### config.mk
export PLATFORM = sky130hd
export DESIGN_NAME = cell_alert_agg
export DESIGN_NICKNAME = d
export VERILOG_FILES = /design/src/rtl/cell_alert_pkg.sv /design/src/rtl/alert_en_bank.sv /design/src/rtl/alert_cell_slice.sv /design/src/rtl/alert_readout.sv /design/src/rtl/cell_alert_agg.sv
export SDC_FILE = /design/constraint.sdc
export NUM_CORES = 1
export LEC_CHECK = 0
export BUFFER_PORTS_ARGS = -buffer_cell sky130_fd_sc_hd__buf_2
export CORE_MARGIN = 2
export CORE_UTILIZATION = 40
export DETAILED_ROUTE_END_ITERATION = 10
export GPL_TIMING_DRIVEN = 0
export PLACE_DENSITY_LB_ADDON = 0.15
export SYNTH_ARGS = -nofsm -noshare
export SYNTH_HDL_FRONTEND = slang
export SYNTH_HIERARCHICAL = 1
export SYNTH_SLANG_ARGS = --single-unit
### constraint.sdc
create_clock -name clk -period 3.9 [get_ports clk]
set_input_delay 0.585 -clock clk [delete_from_list [all_inputs] [get_ports clk]]
set_output_delay 0.585 -clock clk [all_outputs]
set_load 0.02 [all_outputs]
### src/rtl/cell_alert_pkg.sv
package cell_alert_pkg;
  localparam int ADDR_W = 3;
  localparam logic [ADDR_W-1:0] REG_OV_EN  = 3'd0;
  localparam logic [ADDR_W-1:0] REG_UV_EN  = 3'd1;
  localparam logic [ADDR_W-1:0] REG_OV_ST  = 3'd2;
  localparam logic [ADDR_W-1:0] REG_UV_ST  = 3'd3;
  localparam logic [ADDR_W-1:0] REG_CELL   = 3'd4;
  localparam logic [ADDR_W-1:0] REG_SUMM   = 3'd5;
  localparam int SUMM_OV_BIT = 0;
  localparam int SUMM_UV_BIT = 1;
endpackage

### src/rtl/alert_en_bank.sv
module alert_en_bank
  import cell_alert_pkg::*;
#(
  parameter int NUM_CELLS = 12,
  parameter logic [ADDR_W-1:0] SEL_ADDR = REG_OV_EN
) (
  input  logic                 clk,
  input  logic                 rst_n,
  input  logic                 wr_en,
  input  logic [ADDR_W-1:0]    wr_addr,
  input  logic [NUM_CELLS-1:0] wr_data,
  output logic [NUM_CELLS-1:0] en_d,
  output logic [NUM_CELLS-1:0] en_q
);
  logic hit;

  always_comb begin
    hit  = wr_en && (wr_addr == SEL_ADDR);
    en_d = hit ? wr_data : en_q;
  end

  always_ff @(posedge clk or negedge rst_n) begin
    if (!rst_n) begin
      en_q <= '0;
    end else if (hit) begin
      en_q <= en_d;
    end
  end
endmodule

### src/rtl/alert_cell_slice.sv
module alert_cell_slice (
  input  logic clk,
  input  logic rst_n,
  input  logic meas_valid,
  input  logic raw_ov,
  input  logic raw_uv,
  input  logic ov_en_d,
  input  logic uv_en_d,
  output logic ov_st,
  output logic uv_st,
  output logic cell_alert
);
  logic ov_nxt, uv_nxt;
  logic ov_ce, uv_ce;

  // Capture on a measurement; otherwise only an enable clear may touch the bit.
  always_comb begin
    ov_nxt = (meas_valid ? raw_ov : ov_st) & ov_en_d;
    uv_nxt = (meas_valid ? raw_uv : uv_st) & uv_en_d;
    ov_ce  = meas_valid | (ov_st & ~ov_en_d);
    uv_ce  = meas_valid | (uv_st & ~uv_en_d);
  end

  always_ff @(posedge clk or negedge rst_n) begin
    if (!rst_n) begin
      ov_st <= 1'b0;
    end else if (ov_ce) begin
      ov_st <= ov_nxt;
    end
  end

  always_ff @(posedge clk or negedge rst_n) begin
    if (!rst_n) begin
      uv_st <= 1'b0;
    end else if (uv_ce) begin
      uv_st <= uv_nxt;
    end
  end

  assign cell_alert = ov_st | uv_st;
endmodule

### src/rtl/alert_readout.sv
module alert_readout
  import cell_alert_pkg::*;
#(
  parameter int NUM_CELLS = 12
) (
  input  logic [ADDR_W-1:0]    rd_addr,
  input  logic [NUM_CELLS-1:0] ov_en,
  input  logic [NUM_CELLS-1:0] uv_en,
  input  logic [NUM_CELLS-1:0] ov_st,
  input  logic [NUM_CELLS-1:0] uv_st,
  input  logic [NUM_CELLS-1:0] cell_alert,
  output logic [NUM_CELLS-1:0] rd_data,
  output logic                 any_ov,
  output logic                 any_uv
);
  logic [NUM_CELLS-1:0] summ;

  always_comb begin
    any_ov = |ov_st;
    any_uv = |uv_st;
    summ   = '0;
    summ[SUMM_OV_BIT] = any_ov;
    summ[SUMM_UV_BIT] = any_uv;
    case (rd_addr)
      REG_OV_EN: rd_data = ov_en;
      REG_UV_EN: rd_data = uv_en;
      REG_OV_ST: rd_data = ov_st;
      REG_UV_ST: rd_data = uv_st;
      REG_CELL:  rd_data = cell_alert;
      REG_SUMM:  rd_data = summ;
      default:   rd_data = '0;
    endcase
  end
endmodule

### src/rtl/cell_alert_agg.sv
module cell_alert_agg
  import cell_alert_pkg::*;
#(
  parameter int NUM_CELLS = 12
) (
  input  logic                 clk,
  input  logic                 rst_n,
  input  logic                 meas_valid,
  input  logic [NUM_CELLS-1:0] raw_ov,
  input  logic [NUM_CELLS-1:0] raw_uv,
  input  logic                 wr_en,
  input  logic [ADDR_W-1:0]    wr_addr,
  input  logic [NUM_CELLS-1:0] wr_data,
  input  logic [ADDR_W-1:0]    rd_addr,
  output logic [NUM_CELLS-1:0] rd_data,
  output logic                 any_ov,
  output logic                 any_uv
);
  logic [NUM_CELLS-1:0] ov_en_d, ov_en_q;
  logic [NUM_CELLS-1:0] uv_en_d, uv_en_q;
  logic [NUM_CELLS-1:0] ov_stat, uv_stat, cell_alert;

  alert_en_bank #(.NUM_CELLS(NUM_CELLS), .SEL_ADDR(REG_OV_EN)) u_ov_en (
    .clk(clk), .rst_n(rst_n), .wr_en(wr_en), .wr_addr(wr_addr),
    .wr_data(wr_data), .en_d(ov_en_d), .en_q(ov_en_q)
  );

  alert_en_bank #(.NUM_CELLS(NUM_CELLS), .SEL_ADDR(REG_UV_EN)) u_uv_en (
    .clk(clk), .rst_n(rst_n), .wr_en(wr_en), .wr_addr(wr_addr),
    .wr_data(wr_data), .en_d(uv_en_d), .en_q(uv_en_q)
  );

  for (genvar c = 0; c < NUM_CELLS; c++) begin : g_cell
    alert_cell_slice u_slice (
      .clk(clk), .rst_n(rst_n), .meas_valid(meas_valid),
      .raw_ov(raw_ov[c]), .raw_uv(raw_uv[c]),
      .ov_en_d(ov_en_d[c]), .uv_en_d(uv_en_d[c]),
      .ov_st(ov_stat[c]), .uv_st(uv_stat[c]), .cell_alert(cell_alert[c])
    );
  end

  alert_readout #(.NUM_CELLS(NUM_CELLS)) u_rd (
    .rd_addr(rd_addr), .ov_en(ov_en_q), .uv_en(uv_en_q),
    .ov_st(ov_stat), .uv_st(uv_stat), .cell_alert(cell_alert),
    .rd_data(rd_data), .any_ov(any_ov), .any_uv(any_uv)
  );
endmodule

# Word level (Yosys, flattened, before mapping)
# Index checks and enable logic that the tools add are counted.
# classes
n_eq_ne,6
muxes,27
bitwise,108
reduce_logical,6
# op_table
operator,n
$pmux W12 S6,1
$and A1 B1 Y1,48
$or A1 B1 Y1,36
$mux W1,24
$mux W12,2
$not A1 Y1,24
$reduce_or A12 Y1,2
$eq A3 B1 Y1 const B,2
$eq A3 B2 Y1 const B,2
$eq A3 B3 Y1 const B,2
$logic_not A3 Y1,2
$logic_and A1 B1 Y1,2
# totals
register_bits,48
output_inout_bits,14

# Depth between registers and ports, before layout
# Gate-level depths: netlist of run 1.
# logic_depth
ltp_word,6
ltp_mapped,6
ltp_nobuf,3

# Cells and area by module
# The synthesis of run 1 kept the hierarchy.
# modules_own_cells
mod,n_inst,cells_per_inst,area_per_inst_um2
alert_cell_slice,12,7,88.8
alert_en_bank at u_uv_en,1,40,709.4
alert_readout,1,75,655.6
alert_en_bank at u_ov_en,1,39,616.8

# Worst setup path before layout of run 1
# OpenSTA, ideal clock, no wires.
# synth_timing
path_type,input -> output
startpoint,in rd_addr[0]
endpoint,out rd_data[2]
arrival_ps,1646
path_slack_ps,1669
cell_stages,5
path_cell_list,buf_6 -> buf_12 -> mux4_2 -> inv_1 -> o21ai_0
# synth_between
elab_chain_len,2
# synth_rtl
item,line,text
start: declaration,cell_alert_agg.sv:14,"input logic [ADDR_W-1:0] rd_addr,"
$eq A3 B3 Y1 (tied with other cells),alert_readout.sv:24,case (rd_addr)
$pmux W12 S6 (*),alert_readout.sv:24,
end: declaration,cell_alert_agg.sv:15,"output logic [NUM_CELLS-1:0] rd_data,"
# Every way passes the cells marked *; elsewhere a longest branch is shown, timed or not.

# Final worst setup path of run 1
# layout_timing
startpoint,in rd_addr[0]
endpoint,out rd_data[8]
# Same word-level chain as after synthesis.

==> impl_metrics.tcl, run 1 <==
set metrics [dict create \
    ys_warn_count 6 \
    antennaDiodeCount 0 \
    num_rows 31 \
    synthTopCellsByArea "dfrtp_1, mux2_2, mux2_4, mux2i_1, nor2b_1" \
    drive_gt1_frac 0.470 \
    clock_latency_ns 0.30 \
    grt-ovfl-total 0 \
    rsz0062_at_grt "no" \
    cts_buffers 5 \
    clock_sinks 48 \
    power_leakage_nw 1.70 \
    layout.nets 349 \
    fp.dieH_um 91.3 \
    synth_top_area_frac 0.394 \
    relSlewSlack 0.258 \
    status "completed" \
    drc 0 \
    max_freq_mhz 410 \
    pin_count 60 \
    finalClockSkew_ns 0.000973 \
    post_cts_buffers 0 \
    startpoint_type "primary input" \
    cts_tree "done" \
    cp.required_ns 3.31 \
    gr-usage-all-layers 0.168 \
    cts_resized 0 \
    cp_top_family "buffers and inverters" \
    cp_cell_sequence "buf_6 > buf_12 > buf_8 > nor2_1 > nand3_1 > o21ai_0 > buf_2" \
    avgRoutedWirePerCell_um 17.1 \
    numPortBuffers 58 \
    crit_arrival_ns 1.85 \
    clkPwrFrac 0.221 \
    p_int_mw 0.982 \
    htree_levels 2 \
    max_slew.worst_pin.slew_ns 1.11 \
    critPathSlowestCell "nor2_1" \
    place_hpwl_um 4980 \
    grt_max_degree 49 \
    timing.final.crit_share 0.625 \
    cts.clk_slew.worst_paths_ns 0.08 \
    synthDistinctLibCells 34 \
    setup_tns_ns 0 \
    path_buf_inv 4 \
    clockBufferDepth 2 \
    place_inst 395 \
    yosysTopAreaCell "dfrtp_1" \
    initial_utilization 0.416 \
    dieWidth_um 91.3 \
    power_density_mw_per_mm2 391 \
    crit_path_end_kind "output port" \
    ys_ff_latch 48 \
    slowest_delay_ns 0.37 \
    hold_class "in2async" \
    antenna_found_initial 0 \
    ys_seq_area_frac 0.394 \
    p_sw_mw 0.405 \
    seqPwrFrac 0.475 \
    combPwrFrac 0.304 \
    place.gp.congestion 0.757 \
    die_area_sq_mm 0.00833 \
    switching_share 0.292 \
    cts.hold.buffers_added 0 \
    syn_inst 238 \
    avgSynthCellArea_sq_um 12.8 \
    critPathMaxFanout 10 \
    vias 2073 \
    ir_drop_mv 0.178 \
    grt_pass1_vias 2014 \
    worstSetupPathType "in2out" \
    syn2layout_area_growth_pct 16.5 \
    viasPerCell 5.14 \
    setup_viol_count_final 0 \
    cts-root-buf "clkbuf_8" \
    utilization 0.485 \
    synthesis.area_sq_mm 0.00305 \
    hold_viol_final 0 \
    ant_nets 0 \
    wl_um 6880 \
    dr.pass1.iters 4 \
    slew_viol_final 0 \
    synthArstFlopShare 1.00 \
    synth_edf_count 0 \
    fin_cells 403 \
    max-cap-violations 0 \
    coreArea_sq_mm 0.00733 \
    fin_crit_ns 2.44 \
    yosys_most_used_dff "dfrtp_1" \
    drt_iter0_markers 84 \
    synth_nets 284 \
    grt_pass1_wl_um 10900 \
]
## through the flow
| stage | worst slack, ns | hold slack (ns) | total power [mW] | instance area (sq um) |
|---|---|---|---|---|
| floorplan | 1.67 | 0.289 | 0.960 | 3050 |
| global placement | 1.50 | 0.509 | 1.09 | 3460 |
| detailed placement | 1.48 | 0.511 | 1.09 | 3460 |
| CTS | 1.47 | 0.526 | 1.40 | 3550 |
| global route | 1.35 | 0.556 | 1.47 | 3550 |
| finish | 1.46 | 0.498 | 1.39 | 3550 |
## logic make-up after synthesis
logic type	Yosys count	synth area share
muxes	85	0.357
and+or+nand+nor	67	0.149
DFF	48	0.394
AOI/OAI and AO/OA	19	0.0402
buffers and inverters	19	0.0591
## cell usage after synthesis, types with 2 or more instances
cell	instances
a2bb2oi_1	3
buf_6	5
o22ai_1	3
mux2i_1	30
nand3b_1	3
inv_1	7
mux2_2	27
nand3_1	10
or3b_1	2
nor2b_1	25
a21oi_1	4
nor4_1	6
or2_2	12
mux4_2	3
mux2_4	20
mux4_1	4
dfrtp_1	48
buf_12	3
and3b_2	2
o21ai_0	6
a2111o_1	2
## layout make-up
cell class	instances	area [sq um]
buffer	12	154
clock buffer	8	90.1
fill	695	3780
inverter	7	26.3
multi-input combinational	171	1670
sequential	48	1200
tap	99	124
timing repair buffer	58	290
## layout by cell type, fill, tap and decap left out, types with 3 or more instances in the layout
cell type,count
a21oi_1,4
a2bb2oi_1,3
buf_12,3
buf_2,59
buf_6,5
clkbuf_1,3
clkbuf_8,7
dfrtp_1,48
inv_1,7
mux2_2,27
mux2_4,20
mux2i_1,30
mux4_1,4
mux4_2,3
nand3_1,10
nand3b_1,3
nor2b_1,25
nor4_1,6
o21ai_0,6
o22ai_1,3
or2_2,12
## layer usage
metal / routed length [um] / part of all wire / vias to the layer above / GRT usage
met2: 3190 / 0.46 / 48 / 0.260
li1: - / - / 999 / -
met3: 278 / 0.040 / 8 / 0.0307
met4: 69 / 0.010 / 0 / 0.0404
met1: 3350 / 0.49 / 1018 / 0.243
met5: 0 / 0 / - / 0
## sequential cells by signal (all words and copies together), names as in the netlist
register,cells
u_ov_en/en_q,12
u_uv_en/en_q,12
g_cell.u_slice/ov_st,12
g_cell.u_slice/uv_st,12
## power groups by stage
stage	Clock, mW	Combinational (mW)	Sequential [mW]
after floorplan	0	0.322	0.638
after global placement	0	0.419	0.667
after detailed placement	0	0.424	0.670
after CTS	0.318	0.426	0.660
after global routing	0.336	0.459	0.673
final	0.306	0.422	0.659
## worst paths after layout
kind | start | end | slack, ns | depth (start not counted)
max in group asynchronous | rst_n | g_cell[7].u_slice/uv_st$_DFFE_PN0P_ | 2.73 | 1
min in group clk | u_ov_en/en_q[1]$_DFFE_PN0P_ | u_ov_en/en_q[1]$_DFFE_PN0P_ | 0.53 | 1
min | rst_n | u_uv_en/en_q[5]$_DFFE_PN0P_ | 0.50 | 1
max reg2reg | u_uv_en/en_q[10]$_DFFE_PN0P_ | g_cell[10].u_slice/uv_st$_DFFE_PN0P_ | 2.98 | 2
min reg2reg | u_ov_en/en_q[1]$_DFFE_PN0P_ | u_ov_en/en_q[1]$_DFFE_PN0P_ | 0.53 | 1
max | rd_addr[0] | rd_data[8] | 1.46 | 7
Power figures use the tool's default switching activity.
==> run 2, diff against run 1 <==
Settings changed: ABC_AREA set to 1.
Clock period 3.9 ns to 2.4 ns, I/O delays scaled along.
==> run 2 against run 1 <==
Net effect:
- sequential power grew 55%
- worst hold slack lost 0.24 ns
- global-route usage grew 3.4 points
- design area shrank 1.1%
- largest cell class unchanged
- largest power group unchanged
- critical path type unchanged
==> impl_metrics.tcl, run 2 <==
set metrics [dict create \
    critPathSlowestCell "nor3_4" \
    grt_pass1_wl_um 13000 \
    rsz0062_at_grt "no" \
    seq_area_sq_mm 0.00120 \
    cts_buffers 5 \
    ys_ff_latch 48 \
    drt_iter0_markers 149 \
    cts_resized 0 \
    avgRoutedWirePerCell_um 12.7 \
    cts-root-buf "clkbuf_8" \
    setup_viol_count_final 0 \
    ir_drop_mv 0.199 \
    mostFrequentLayoutCells "nand2_1, nor2_1, inv_1" \
    layout.nets 568 \
    cts_tree "done" \
    cts.hold.buffers_added 0 \
    postPlaceCellArea_sq_mm 0.00342 \
    setup_tns_ns 0 \
    yosysTopAreaCell "dfrtp_1" \
    n_fill_cell 828 \
    synth_nets 503 \
    die_area_sq_mm 0.00822 \
    cp.required_ns 2.04 \
    clockBufferDepth 2 \
    place_hpwl_um 5420 \
    critPathMaxFanout 10 \
    antennaDiodeCount 0 \
    cp_top_family "simple AND/OR/NAND/NOR gates" \
    timing.final.crit_share 0.813 \
    synth_edf_count 0 \
    multiInputGateArea_sq_mm 0.00143 \
    finalClockSkew_ns 0.00117 \
    dieWidth_um 90.6 \
    clock_latency_ns 0.30 \
    post_cts_buffers 0 \
    max-cap-violations 0 \
    grt_max_degree 49 \
    worstSetupPathType "in2out" \
    viasPerCell 4.57 \
    vias 2837 \
    coreArea_sq_mm 0.00725 \
    post-synth-top-count-cell "nand2_1" \
    power_density_mw_per_mm2 604 \
    gr-usage-all-layers 0.202 \
    antenna_found_initial 0 \
    num_rows 31 \
    dr.pass1.iters 5 \
    relSlewSlack 0.270 \
    cp_cell_sequence "buf_2 > buf_6 > nor3_4 > nand2_1 > nand2_1 > inv_1 > nand2_1 > buf_2" \
    synthTopCellsByCount "nand2_1, nor2_1, inv_1" \
    synth_top_area_frac 0.400 \
    ant_nets 0 \
    crit_path_end_kind "output port" \
    ys_warn_count 6 \
    ys_seq_area_frac 0.400 \
    avgSynthCellArea_sq_um 6.57 \
    fp.dieH_um 90.6 \
    numPortBuffers 58 \
    hold_class "in2async" \
    max_freq_mhz 513 \
    htree_levels 2 \
    fin_crit_ns 1.95 \
    synthArstFlopShare 1.00 \
    hold_viol_final 0 \
    syn2layout_area_growth_pct 17.0 \
    yosys_most_used_dff "dfrtp_1" \
    final_common_cell "nand2_1" \
    power_leakage_nw 2.07 \
    synthDistinctLibCells 22 \
    grt-ovfl-total 0 \
    initial_utilization 0.414 \
    grt_pass1_vias 2664 \
    synthTopCellsByArea "dfrtp_1, nand2_1, nor2_1, inv_1, nand3_1" \
    startpoint_type "primary input" \
    cts.clk_slew.worst_paths_ns 0.09 \
    slowest_delay_ns 0.50 \
    drive_gt1_frac 0.180 \
    r2r_slack_ns 1.66 \
    clock_sinks 48 \
    crit_arrival_ns 1.59 \
    wl_um 7870 \
    path_buf_inv 4 \
    cpMostUsedCell "nand2_1" \
    status "completed" \
    pin_count 60 \
    max_slew.worst_pin.slew_ns 1.09 \
    drc 0 \
    syn_inst 457 \
    slew_viol_final 0 \
    fin_area_sq_mm 0.00351 \
    place.gp.congestion 0.877 \
    synthesis.area_sq_mm 0.00300 \
]
[run 2: changes by cell type after synthesis, sizes merged, moves of 4 or more]
| cell | before | now |
|---|---|---|
| nand2 | 0 | 153 |
| nor2 | 1 | 91 |
| inv | 7 | 69 |
| mux2 | 48 | 0 |
| nand3 | 11 | 50 |
| mux2i | 30 | 0 |
| nor2b | 25 | 0 |
| mux4 | 7 | 0 |
| nor4 | 6 | 0 |
| nand4 | 0 | 5 |
| o21ai | 7 | 12 |
| a21oi | 4 | 0 |
| nand3b | 4 | 0 |
[run 2: power breakdown]
part	switching (mW)	internal, mW	total [mW]
clock	0.271	0.257	0.528
sequential	0.0878	0.928	1.02
combinational	0.358	0.220	0.579
[run 2: metrics by stage]
step	std cells	hold WS, ns	setup slack (ns)	total power, mW	utilization
3_5_place_dp	614	0.478	0.460	1.62	0.471
5_1_grt	621	0.330	0.348	2.28	0.484
3_3_place_gp	614	0.473	0.440	1.61	0.471
6_report	621	0.261	0.450	2.12	0.484
2_1_floorplan	457	0.0644	0.881	1.41	-
4_1_cts	621	0.310	0.464	2.15	0.484
[run 2: layout make-up]
type | instances | share of cell area
multi-input combinational | 328 | 0.406
sequential | 48 | 0.342
timing repair buffer | 58 | 0.0826
inverter | 69 | 0.0737
tap | 99 | 0.0353
buffer | 12 | 0.0331
clock buffer | 7 | 0.0274
[run 2: cells by family (layout without fill, tap and decap cells)]
group / count (synthesis) / after routing / share of synthesized area
compound gates: 13 / 13 / 0.0225
buf+inv: 81 / 146 / 0.125
flops: 48 / 48 / 0.400
simple gates: 315 / 315 / 0.453
[run 2: layer usage]
| metal | global-route usage | share of wire | vias to the layer above |
|---|---|---|---|
| li1 | - | - | 1503 |
| met5 | 0 | 0 | - |
| met1 | 0.263 | 0.46 | 1252 |
| met3 | 0.0342 | 0.054 | 9 |
| met4 | 0.0590 | 0.016 | 0 |
| met2 | 0.343 | 0.47 | 73 |
[run 2: path summary, 6_finish.rpt]
kind / start / end / cells after the start
min in group clk: wr_data[3] / u_ov_en/en_q[3]$_DFFE_PN0P_ / 3
max reg2reg: u_ov_en/en_q[0]$_DFFE_PN0P_ / g_cell[0].u_slice/ov_st$_DFFE_PN0P_ / 4
min: rst_n / g_cell[4].u_slice/ov_st$_DFFE_PN0P_ / 1
max in group asynchronous: rst_n / u_uv_en/en_q[10]$_DFFE_PN0P_ / 1
max: rd_addr[1] / rd_data[5] / 8
min reg2reg: u_ov_en/en_q[10]$_DFFE_PN0P_ / u_ov_en/en_q[10]$_DFFE_PN0P_ / 2
==> run 3, diff against run 2 <==
Clock period 2.4 ns to 1.7 ns, I/O delays scaled along.
==> run 3 against run 2 <==
Net effect:
- core utilization up 1.6 points
- via count is 0.39% lower
- die area is the same
- highest routed layer unchanged
- largest power group unchanged
- clock skew increased by 0.0012 ns
- sequential power grew 40%
- clock-buffer cell count is the same
- design area rose by 3.3%
- critical path type is now reg2out
==> impl_metrics.tcl, run 3 (same netlist as run 2, synthesis figures left out) <==
set metrics [dict create \
    grt_max_degree 49 \
    grt_pass1_vias 2666 \
    vias 2826 \
    drt_iter0_markers 154 \
    cp.required_ns 1.44 \
    r2r_cells 3 \
    relSlewSlack 0.262 \
    dr.pass1.iters 4 \
    p_sw_mw 1.03 \
    crit_path_end_kind "output port" \
    ant_nets 0 \
    grt_pass1_wl_um 13000 \
    fin_crit_ns 1.66 \
    critPathMaxFanout 4 \
    power_leakage_nw 2.11 \
    wl_um 7900 \
    p_int_mw 2.03 \
    startpoint_type "register" \
    setup_viol_count_final 0 \
    power_density_mw_per_mm2 843 \
    timing.final.crit_share 0.975 \
    drive_gt1_frac 0.198 \
    die_area_sq_mm 0.00822 \
    numPortBuffers 58 \
    clkPwrFrac 0.244 \
    final_common_cell "nand2_1" \
    cts.clk_slew.worst_paths_ns 0.09 \
    antenna_found_initial 0 \
    max-cap-violations 0 \
    clockBufferDepth 2 \
    drc 0 \
    avgRoutedWirePerCell_um 12.6 \
    layout.nets 575 \
    htree_levels 2 \
    mostFrequentLayoutCells "nand2_1, nor2_1, inv_1" \
    coreArea_sq_mm 0.00725 \
    cts_buffers 5 \
    combPwrFrac 0.287 \
    seqPwrFrac 0.469 \
    place_hpwl_um 5420 \
    dieWidth_um 90.6 \
    place_inst 614 \
    finalClockSkew_ns 0.00242 \
    max_slew.worst_pin.slew_ns 1.11 \
    crit_arrival_ns 1.40 \
    max_freq_mhz 603 \
    cts-root-buf "clkbuf_8" \
    rsz0062_at_grt "yes" \
    ir_drop_mv 0.286 \
    pin_count 60 \
    num_rows 31 \
    hold_class "in2async" \
    fin_cells 628 \
    worstSetupPathType "reg2out" \
    grt-ovfl-total 0 \
    clock_sinks 48 \
    place.gp.congestion 0.877 \
    initial_utilization 0.414 \
    gr-usage-all-layers 0.202 \
    status "completed" \
    antennaDiodeCount 0 \
    switching_share 0.338 \
    hold_viol_final 0 \
    holdWs_ns 0.157 \
    viasPerCell 4.50 \
    cts_tree "done" \
    fp.dieH_um 90.6 \
    clock_latency_ns 0.30 \
    slew_viol_final 0 \
    syn2layout_area_growth_pct 20.8 \
]
## run 3: power by group through the flow
stage | sequential [mW] | clock (mW) | combinational [mW]
global placement | 1.45 | 0 | 0.814
global route | 1.46 | 0.808 | 1.01
detailed placement | 1.46 | 0 | 0.827
finish | 1.43 | 0.746 | 0.878
floorplan | 1.42 | 0 | 0.570
CTS | 1.44 | 0.770 | 0.840
## run 3: per-layer routing
metal  part of all wire  wire length, um  track usage
met5                  0                0            0
met4             0.0072               57       0.0590
met3              0.052              414       0.0342
met2               0.49             3840        0.343
met1               0.45             3580        0.264
## run 3: final timing paths
check / start / endpoint / slack (ns)
max: g_cell[1].u_slice/uv_st$_DFFE_PN0P_ / rd_data[1] / 0.04
min: rst_n / g_cell[4].u_slice/ov_st$_DFFE_PN0P_ / 0.16
max reg2reg: g_cell[4].u_slice/ov_st$_DFFE_PN0P_ / g_cell[4].u_slice/ov_st$_DFFE_PN0P_ / 0.87
min reg2reg: u_ov_en/en_q[10]$_DFFE_PN0P_ / u_ov_en/en_q[10]$_DFFE_PN0P_ / 0.50
max in group asynchronous: rst_n / g_cell[5].u_slice/ov_st$_DFFE_PN0P_ / 0.86
min in group clk: wr_data[3] / u_ov_en/en_q[3]$_DFFE_PN0P_ / 0.22
## run 3: metrics by stage
stage                     setup TNS, ns  power (mW)  instance area, sq um  utilization  worst slack [ns]
after floorplan                       0        1.99                  3000            -             0.309
after global placement           -0.123        2.27                  3420        0.471           -0.0501
after detailed placement        -0.0482        2.28                  3420        0.471           -0.0296
after CTS                             0        3.05                  3520        0.486            0.0160
after global routing            -0.0614        3.28                  3630        0.500           -0.0449
final                                 0        3.06                  3630        0.500            0.0429
## run 3: area by class of cell
| class | count | area [sq um] |
|---|---|---|
| Fill cell | 817 | 3620 |
| Multi-Input combinational cell | 328 | 1460 |
| Sequential cell | 48 | 1200 |
| Timing Repair Buffer | 65 | 368 |
| Inverter | 69 | 259 |
| Tap cell | 99 | 124 |
| Buffer | 12 | 119 |
| Clock buffer | 7 | 96.3 |
## run 3: worst max-delay path, cell delays in order (launching register included)
cell,delay [ns]
dfrtp_1,0.43
or2_1,0.23
nand3_1,0.07
o21ai_0,0.08
nor2_1,0.10
nand2_1,0.07
buf_6,0.13
## run 3: repair_timing
item,4_1_cts,5_1_grt
setup buffers,0,7
setup endpoints to repair,4,11
resized for setup,4,11
hold buffers,0,0
pin swaps,4,6
